--- src/rtl/fg_pkg.sv ---
package fg_pkg;
  typedef enum logic [3:0] {
    OP_ADD  = 4'd0,
    OP_SUB  = 4'd1,
    OP_AND  = 4'd2,
    OP_OR   = 4'd3,
    OP_XOR  = 4'd4,
    OP_INC  = 4'd5,
    OP_DEC  = 4'd6,
    OP_ROT  = 4'd7,
    OP_SCF  = 4'd8,
    OP_CCF  = 4'd9,
    OP_CPL  = 4'd10
  } fg_op_e;

  localparam int FB_S  = 7;
  localparam int FB_Z  = 6;
  localparam int FB_X5 = 5;
  localparam int FB_H  = 4;
  localparam int FB_X3 = 3;
  localparam int FB_PV = 2;
  localparam int FB_N  = 1;
  localparam int FB_C  = 0;
  localparam int FLAG_W = 8;
endpackage

--- src/rtl/fg_parity.sv ---
module fg_parity #(
  parameter int W = 8
) (
  input  logic [W-1:0] din,
  output logic         even
);
  logic [W:0] chain;
  assign chain[0] = 1'b0;
  for (genvar i = 0; i < W; i++) begin : g_xor
    assign chain[i+1] = chain[i] ^ din[i];
  end
  assign even = ~chain[W];
endmodule

--- src/rtl/fg_calc.sv ---
module fg_calc
  import fg_pkg::*;
#(
  parameter int W  = 8,
  parameter int HB = 4
) (
  input  logic [3:0]        op,
  input  logic [W-1:0]      a,
  input  logic [W-1:0]      b,
  input  logic [W-1:0]      r,
  input  logic              co,
  input  logic [FLAG_W-1:0] cur,
  output logic [FLAG_W-1:0] nxt,
  output logic              known
);
  localparam int MSB = W - 1;

  logic even_par;
  logic is_zero;
  logic half_ab;
  logic half_a;
  logic ovf_add;
  logic ovf_sub;

  fg_parity #(.W(W)) u_par (.din(r), .even(even_par));

  assign is_zero = (r == '0);
  assign half_ab = a[HB] ^ b[HB] ^ r[HB];
  assign half_a  = a[HB] ^ r[HB];
  assign ovf_add = (a[MSB] == b[MSB]) && (r[MSB] != a[MSB]);
  assign ovf_sub = (a[MSB] != b[MSB]) && (r[MSB] != a[MSB]);

  always_comb begin
    nxt   = cur;
    known = 1'b1;
    case (op)
      OP_ADD, OP_SUB: begin
        nxt[FB_S]  = r[MSB];
        nxt[FB_Z]  = is_zero;
        nxt[FB_H]  = half_ab;
        nxt[FB_PV] = (op == OP_SUB) ? ovf_sub : ovf_add;
        nxt[FB_N]  = (op == OP_SUB);
        nxt[FB_C]  = co;
      end
      OP_AND, OP_OR, OP_XOR: begin
        nxt[FB_S]  = r[MSB];
        nxt[FB_Z]  = is_zero;
        nxt[FB_H]  = (op == OP_AND);
        nxt[FB_PV] = even_par;
        nxt[FB_N]  = 1'b0;
        nxt[FB_C]  = 1'b0;
      end
      OP_INC, OP_DEC: begin
        nxt[FB_S]  = r[MSB];
        nxt[FB_Z]  = is_zero;
        nxt[FB_H]  = half_a;
        nxt[FB_PV] = (op == OP_INC) ? (!a[MSB] && r[MSB]) : (a[MSB] && !r[MSB]);
        nxt[FB_N]  = (op == OP_DEC);
      end
      OP_ROT: begin
        nxt[FB_S]  = r[MSB];
        nxt[FB_Z]  = is_zero;
        nxt[FB_H]  = 1'b0;
        nxt[FB_PV] = even_par;
        nxt[FB_N]  = 1'b0;
        nxt[FB_C]  = co;
      end
      OP_SCF: begin
        nxt[FB_H] = 1'b0;
        nxt[FB_N] = 1'b0;
        nxt[FB_C] = 1'b1;
      end
      OP_CCF: begin
        nxt[FB_H] = cur[FB_C];
        nxt[FB_N] = 1'b0;
        nxt[FB_C] = ~cur[FB_C];
      end
      OP_CPL: begin
        nxt[FB_H] = 1'b1;
        nxt[FB_N] = 1'b1;
      end
      default: known = 1'b0;
    endcase
    nxt[FB_X5] = 1'b0;
    nxt[FB_X3] = 1'b0;
  end
endmodule

--- src/rtl/fg_bank.sv ---
module fg_bank #(
  parameter int DW = 8
) (
  input  logic          clk,
  input  logic          rst_n,
  input  logic          wr_en,
  input  logic [DW-1:0] wr_data,
  input  logic          swap,
  output logic [DW-1:0] rd_data
);
  localparam int COPIES = 2;

  logic          sel_q;
  logic [DW-1:0] copy_q [COPIES];

  for (genvar i = 0; i < COPIES; i++) begin : g_copy
    always_ff @(posedge clk or negedge rst_n) begin
      if (!rst_n)
        copy_q[i] <= '0;
      else if (wr_en && (sel_q == i[0]))
        copy_q[i] <= wr_data;
    end
  end

  always_ff @(posedge clk or negedge rst_n) begin
    if (!rst_n)
      sel_q <= 1'b0;
    else if (swap)
      sel_q <= ~sel_q;
  end

  assign rd_data = copy_q[sel_q];
endmodule

--- src/rtl/alu_flag_unit.sv ---
module alu_flag_unit
  import fg_pkg::*;
#(
  parameter int W  = 8,
  parameter int HB = 4
) (
  input  logic         clk,
  input  logic         rst_n,
  input  logic         op_valid,
  output logic         op_ready,
  input  logic [3:0]   op_class,
  input  logic [W-1:0] opnd_a,
  input  logic [W-1:0] opnd_b,
  input  logic [W-1:0] result,
  input  logic         carry_out,
  input  logic         xchg,
  output logic [7:0]   flags
);
  logic [FLAG_W-1:0] cur_flags;
  logic [FLAG_W-1:0] nxt_flags;
  logic              code_known;

  assign op_ready = 1'b1;

  fg_calc #(.W(W), .HB(HB)) u_calc (
    .op    (op_class),
    .a     (opnd_a),
    .b     (opnd_b),
    .r     (result),
    .co    (carry_out),
    .cur   (cur_flags),
    .nxt   (nxt_flags),
    .known (code_known)
  );

  fg_bank #(.DW(FLAG_W)) u_bank (
    .clk     (clk),
    .rst_n   (rst_n),
    .wr_en   (op_valid && op_ready && code_known),
    .wr_data (nxt_flags),
    .swap    (xchg),
    .rd_data (cur_flags)
  );

  assign flags = cur_flags;
endmodule

--- config.mk ---
export PLATFORM = sky130hd
export DESIGN_NAME = alu_flag_unit
export DESIGN_NICKNAME = d
export VERILOG_FILES = /design/src/rtl/fg_pkg.sv /design/src/rtl/fg_parity.sv /design/src/rtl/fg_calc.sv /design/src/rtl/fg_bank.sv /design/src/rtl/alu_flag_unit.sv
export SDC_FILE = /design/constraint.sdc
export NUM_CORES = 1
export LEC_CHECK = 0
export BUFFER_PORTS_ARGS = -buffer_cell sky130_fd_sc_hd__buf_2
export CORE_ASPECT_RATIO = 1.5
export CORE_MARGIN = 1
export CORE_UTILIZATION = 42
export CTS_BUF_LIST = sky130_fd_sc_hd__clkbuf_4 sky130_fd_sc_hd__clkbuf_8
export DETAILED_ROUTE_END_ITERATION = 16
export PLACE_DENSITY = 0.71
export SLEW_MARGIN = 20
export SYNTH_ARGS = -nofsm -noshare
export SYNTH_HDL_FRONTEND = slang
export SYNTH_SLANG_ARGS = --single-unit
--- constraint.sdc ---
create_clock -name clk -period 3 [get_ports clk]
set_input_delay 0.3 -clock clk [delete_from_list [all_inputs] [get_ports clk]]
set_output_delay 0.3 -clock clk [all_outputs]
set_load 0.02 [all_outputs]
# Yosys cells after proc, flatten, opt, wreduce, memory -nomap -nowiden
# Index checks and enable logic that the tools add are counted.
# Widths: inputs -> output; s select.
dict set report totals {
  reg_bits 13
  in_bits 33
  output_inout_bits 9
  wordCells 62
}
dict set report classes {
  n_lt_le_gt_ge 1
  eq_ne 13
  mux 11
  n_bitwise 14
  reduce_logical 20
}
# op count
set ops {}
lappend ops {{$mux 8} 3}
lappend ops {{$eq 4x3->1 const B} 4}
lappend ops {{$eq 4x4->1 const B} 3}
lappend ops {{$reduce_or 11->1} 1}
lappend ops {{$xor 1x1->1} 10}
lappend ops {{$eq 4x2->1 const B} 2}
lappend ops {{$logic_not 8->1} 1}
lappend ops {{$pmux 1 s4} 2}
lappend ops {{$reduce_or 8->1} 1}
lappend ops {{$logic_and 1x1->1} 7}
lappend ops {{$pmux 1 s6} 1}
lappend ops {{$reduce_or 2->1} 3}
lappend ops {{$reduce_or 3->1} 2}
lappend ops {{$reduce_or 6->1} 1}
lappend ops {{$eq 4x1->1 const B} 1}
lappend ops {{$logic_not 4->1} 1}
lappend ops {{$reduce_or 4->1} 1}
lappend ops {{$mux 1} 3}
lappend ops {{$not 1->1} 3}
lappend ops {{$pmux 1 s3} 1}
lappend ops {{$ge 2x2->1 const B} 1}
lappend ops {{$logic_not 1->1} 2}
lappend ops {{$mux 2} 1}
lappend ops {{$ne 1x1->1} 2}
lappend ops {{2 further kinds} 2}

# Longest topological paths before layout
dict set report logic_depth {
  depth_word 9
  mapped_depth 6
  mapped_depth_nobuf 6
}

# Hierarchy
# From an unflattened synthesis, not the netlist that was laid out.
dict set report hier_totals {
  hier_cells 117
  hier_area_um2 1310.0
}
# mod n_inst cells_each area_per_inst_um2
set by_module_without_submodules {}
lappend by_module_without_submodules {fg_bank 1 46 829.5}
lappend by_module_without_submodules {fg_calc 1 61 401.6}
lappend by_module_without_submodules {fg_parity 1 7 61.3}
lappend by_module_without_submodules {alu_flag_unit 1 3 17.5}

# Least setup slack after synthesis
# No wires, ideal clock.
dict set report synth_path {
  kind {input to register}
  start {in result[0]}
  end {reg u_bank.copy_q[10] (netlist bit)}
  setup_time_ns 0.082
  arrival_ns 1.575
  required_time_ns 2.918
  slack_ns 1.343
  path_stages 6
  path_buffers 0
  path_cell_list {inv_1 > ha_1 > xnor3_1 > xnor3_1 > a211o_1 > a31oi_1}
}
dict set report synth_between {
  elab_chain_cells 9
}
# element line_no
set synth_rtl {}
lappend synth_rtl {{from (decl)} alu_flag_unit.sv:14} ;# input logic [W-1:0] result,
lappend synth_rtl {{$xor 1x1->1 (7 in a row)} fg_parity.sv:10} ;# assign chain[i+1] = chain[i] ^ din[i];
lappend synth_rtl {{$not 1->1} fg_parity.sv:12} ;# assign even = ~chain[W];
lappend synth_rtl {{$pmux 1 s3} fg_calc.sv:36} ;# case (op)
lappend synth_rtl {{to (signal, indexed assignment)} fg_bank.sv:21} ;# copy_q[i] <= wr_data;
lappend synth_rtl {{to (decl)} fg_bank.sv:14} ;# logic [DW-1:0] copy_q [COPIES];
# Every way passes these cells.
# A chain may end at the register's enable or synchronous reset.

# Worst setup path in the final report
dict set report layout_path {
  start {reg u_bank.sel_q}
  end {out flags[0]}
}
dict set report layout_between {
  elab_chain_cells 4
}
# element line_no
set layout_rtl {}
lappend layout_rtl {{from (decl)} fg_bank.sv:13} ;# logic sel_q;
lappend layout_rtl {{from (signal assigned)} fg_bank.sv:29} ;# sel_q <= ~sel_q;
lappend layout_rtl {{$not 1->2 (implied by the code)} fg_bank.sv:32} ;# assign rd_data = copy_q[sel_q];
lappend layout_rtl {{$mux 8 (implied by the code) (3 in a row)} fg_bank.sv:32}
lappend layout_rtl {{to (decl)} alu_flag_unit.sv:17} ;# output logic [7:0] flags
# Every way passes these cells. The select of a mux whose other input is x is not followed.

==> qor.yml <==
status: "finished clean"
cts.sinks: 13
max_cap_violations: 0
first_pass_iters: 6
worstMarginPinSlew_ns: 0.564
die_height_um: 63.2
fmax_ghz: 0.514
dr.first_iter.drc_count: 9
port_buffers: 26
track_usage_pct: 17.3
h-tree-depth: 1
setup_viol: 0
synth_top_area_share_pct: 31.0
final-hold-violation-count: 0
placedCellCount: 152
grt_max_degree: 17
path_clk_slew_ns: 0.07
synth_cells: 110
fp-row-count: 21
required_ns: 2.70
skew_ns: 0.00121
cts_buffer_depth: 2
synthFlopType: "dfrtp_1"
synth_edf_count: 0
coreArea_um2: 2290
via_per_inst: 5.55
layout-drive-gt1-share_pct: 29.1
synth_area_leaders: "dfrtp_1 31%, mux2_2 6.4%, xnor3_1 4.3%, ha_1 3.6%, nand2_1 3.6%"
fillers: 230
synthArstFlopShare_pct: 100
antenna_left: 0
slew_headroom_pct: 62.2
end_kind: "output port"
cp_data_arrival_time_ns: 1.65
nNetsFinal: 171
grt_overflow: 0
setup_slack_ns: 1.05
reg2reg_depth: 4
initial_core_util_pct: 45.9
path_class: "reg -> out"
yosys_warnings: 0
first_global_vias: 815
yosysUniqueCellTypes: 43
synth_most_common_cell: "dfrtp_1"
power.total_uw: 820
num_io_pins: 42
cts_buffers: 3
synth_common_cells: "13 x dfrtp_1, 10 x nand2_1, 8 x inv_1, 6 x mux2_2, 6 x nor2_1"
start_kind: "register"
antenna_found_initial: 0
cp_max_fo: 11
pwr_density_cell_nw_per_um2: 689
root_buffer: "clkbuf_4"
ys_ff_latch: 13
pre_cts_ws_ns: 1.12
clk_latency_ns: 0.27
layout_min_cycle_time_ns: 1.95
final_max_slew_viol_count: 0
endpoint: "flags[0]"
yosys.area.top_type: "dfrtp_1"
cts_tree: "done"
cts_resized: 0
wire_per_inst_um: 13.3
die_width_um: 42.8
syn2layout_area_growth_pct: 13.4
wirelength_um: 2080
n_antenna_cell: 0
hp-class: "in -> reg"
crit_start: "u_bank.sel_q"
leakage_nw: 0.601
utilization_pct: 52.0
vias: 872
drc: 0
dp_hpwl_um: 1630
rsz0062_at_grt: "false"
synth.avg_cell_area_um2: 9.53
synth_area_um2: 1050
final_cells: 157
post_cts_buffers: 0
gp_congestion: 0.772
ys_seq_area_share_pct: 31.0
rrSetupSlack_ns: 1.21
tns_ns: 0
rr_endpoint: "u_bank.copy_q[0]"
period_share_pct: 64.9
r2r_start: "u_bank.sel_q"
vdd_drop_max_uv: 321
dieArea_um2: 2700
worstHoldPathCells: 2
grt_pass1_wl_um: 3600
[timing repair]
item / in CTS / in global routing
endpoints found under the hold margin: 13 / 0
endpoints found under the setup margin: 0 / 0
hold buffers: 1 / 0
[placed cells by master, fill, tap and decap left out, types with 3 or more instances in the layout]
cell	synthesis	routed
o21ai_1	5	5
nand2_1	10	10
conb_1	2	3
clkbuf_4	0	4
inv_1	8	8
buf_2	2	26
nor2_1	6	6
mux2i_1	3	3
a21oi_1	3	3
ha_1	3	3
mux2_2	6	6
dfrtp_1	13	13
o31ai_1	5	5
o21ai_0	3	3
[sequential cells by signal (all words and copies together), names as in the netlist]
name	count
u_bank.copy_q	12
u_bank.sel_q	1
[worst max-delay path, stage by stage, from the launching register on]
cell	delay [ns]
dfrtp_1	0.65
mux2i_1	0.50
inv_1	0.07
buf_2	0.17
[metrics by stage]
step | area, um2 | hold WS, ns
3_5_place_dp | 1150 | 0.199
5_1_grt | 1190 | 0.206
4_1_cts | 1190 | 0.197
6_report | 1190 | 0.201
2_1_floorplan | 1050 | 0.00441
3_3_place_gp | 1150 | 0.190
[per-layer routing]
metal  wire (um)  global-route usage [%]  up-vias
met1         894                    21.0      403
met3          60                   0.860        4
met4          51                    10.5        0
met5           0                       0        -
li1            -                       -      443
met2        1070                    29.2       22
[cell families after synthesis]
kind of cell | share of synthesized area, %
AO/OA/AOI/OAI | 20.0
flip-flops | 31.0
buffers and inverters | 9.19
AND/OR/NAND/NOR | 13.4
other | 0.716
XOR/XNOR | 10.6
adder cells (fa/ha/maj) | 3.58
multiplexers | 11.5
[worst min path at each step]
stage | endpoint | slack, ns | startpoint
3_5_place_dp | u_bank.copy_q[15] | 0.20 | rst_n
6_report | u_bank.sel_q | 0.20 | xchg
2_1_floorplan | u_bank.copy_q[0] | 0.004 | rst_n
4_1_cts | u_bank.sel_q | 0.20 | xchg
3_3_place_gp | u_bank.copy_q[7] | 0.19 | rst_n
5_1_grt | u_bank.sel_q | 0.21 | xchg
[layout make-up]
cell class	count	area [um2]	share of cell area [%]
flip-flops and latches	13	325	27.4
well taps	23	28.8	2.42
inverters	9	33.8	2.84
multi-input cells	81	631	53.1
repair buffers	27	140	11.8
clock buffers	4	30.0	2.53
[where the power goes]
part           switching [mW]  internal (mW)
Clock                  0.0539         0.0605
Sequential             0.0609          0.246
Combinational           0.217          0.182
Total                   0.332          0.488
(Power assumes the default switching activity.)
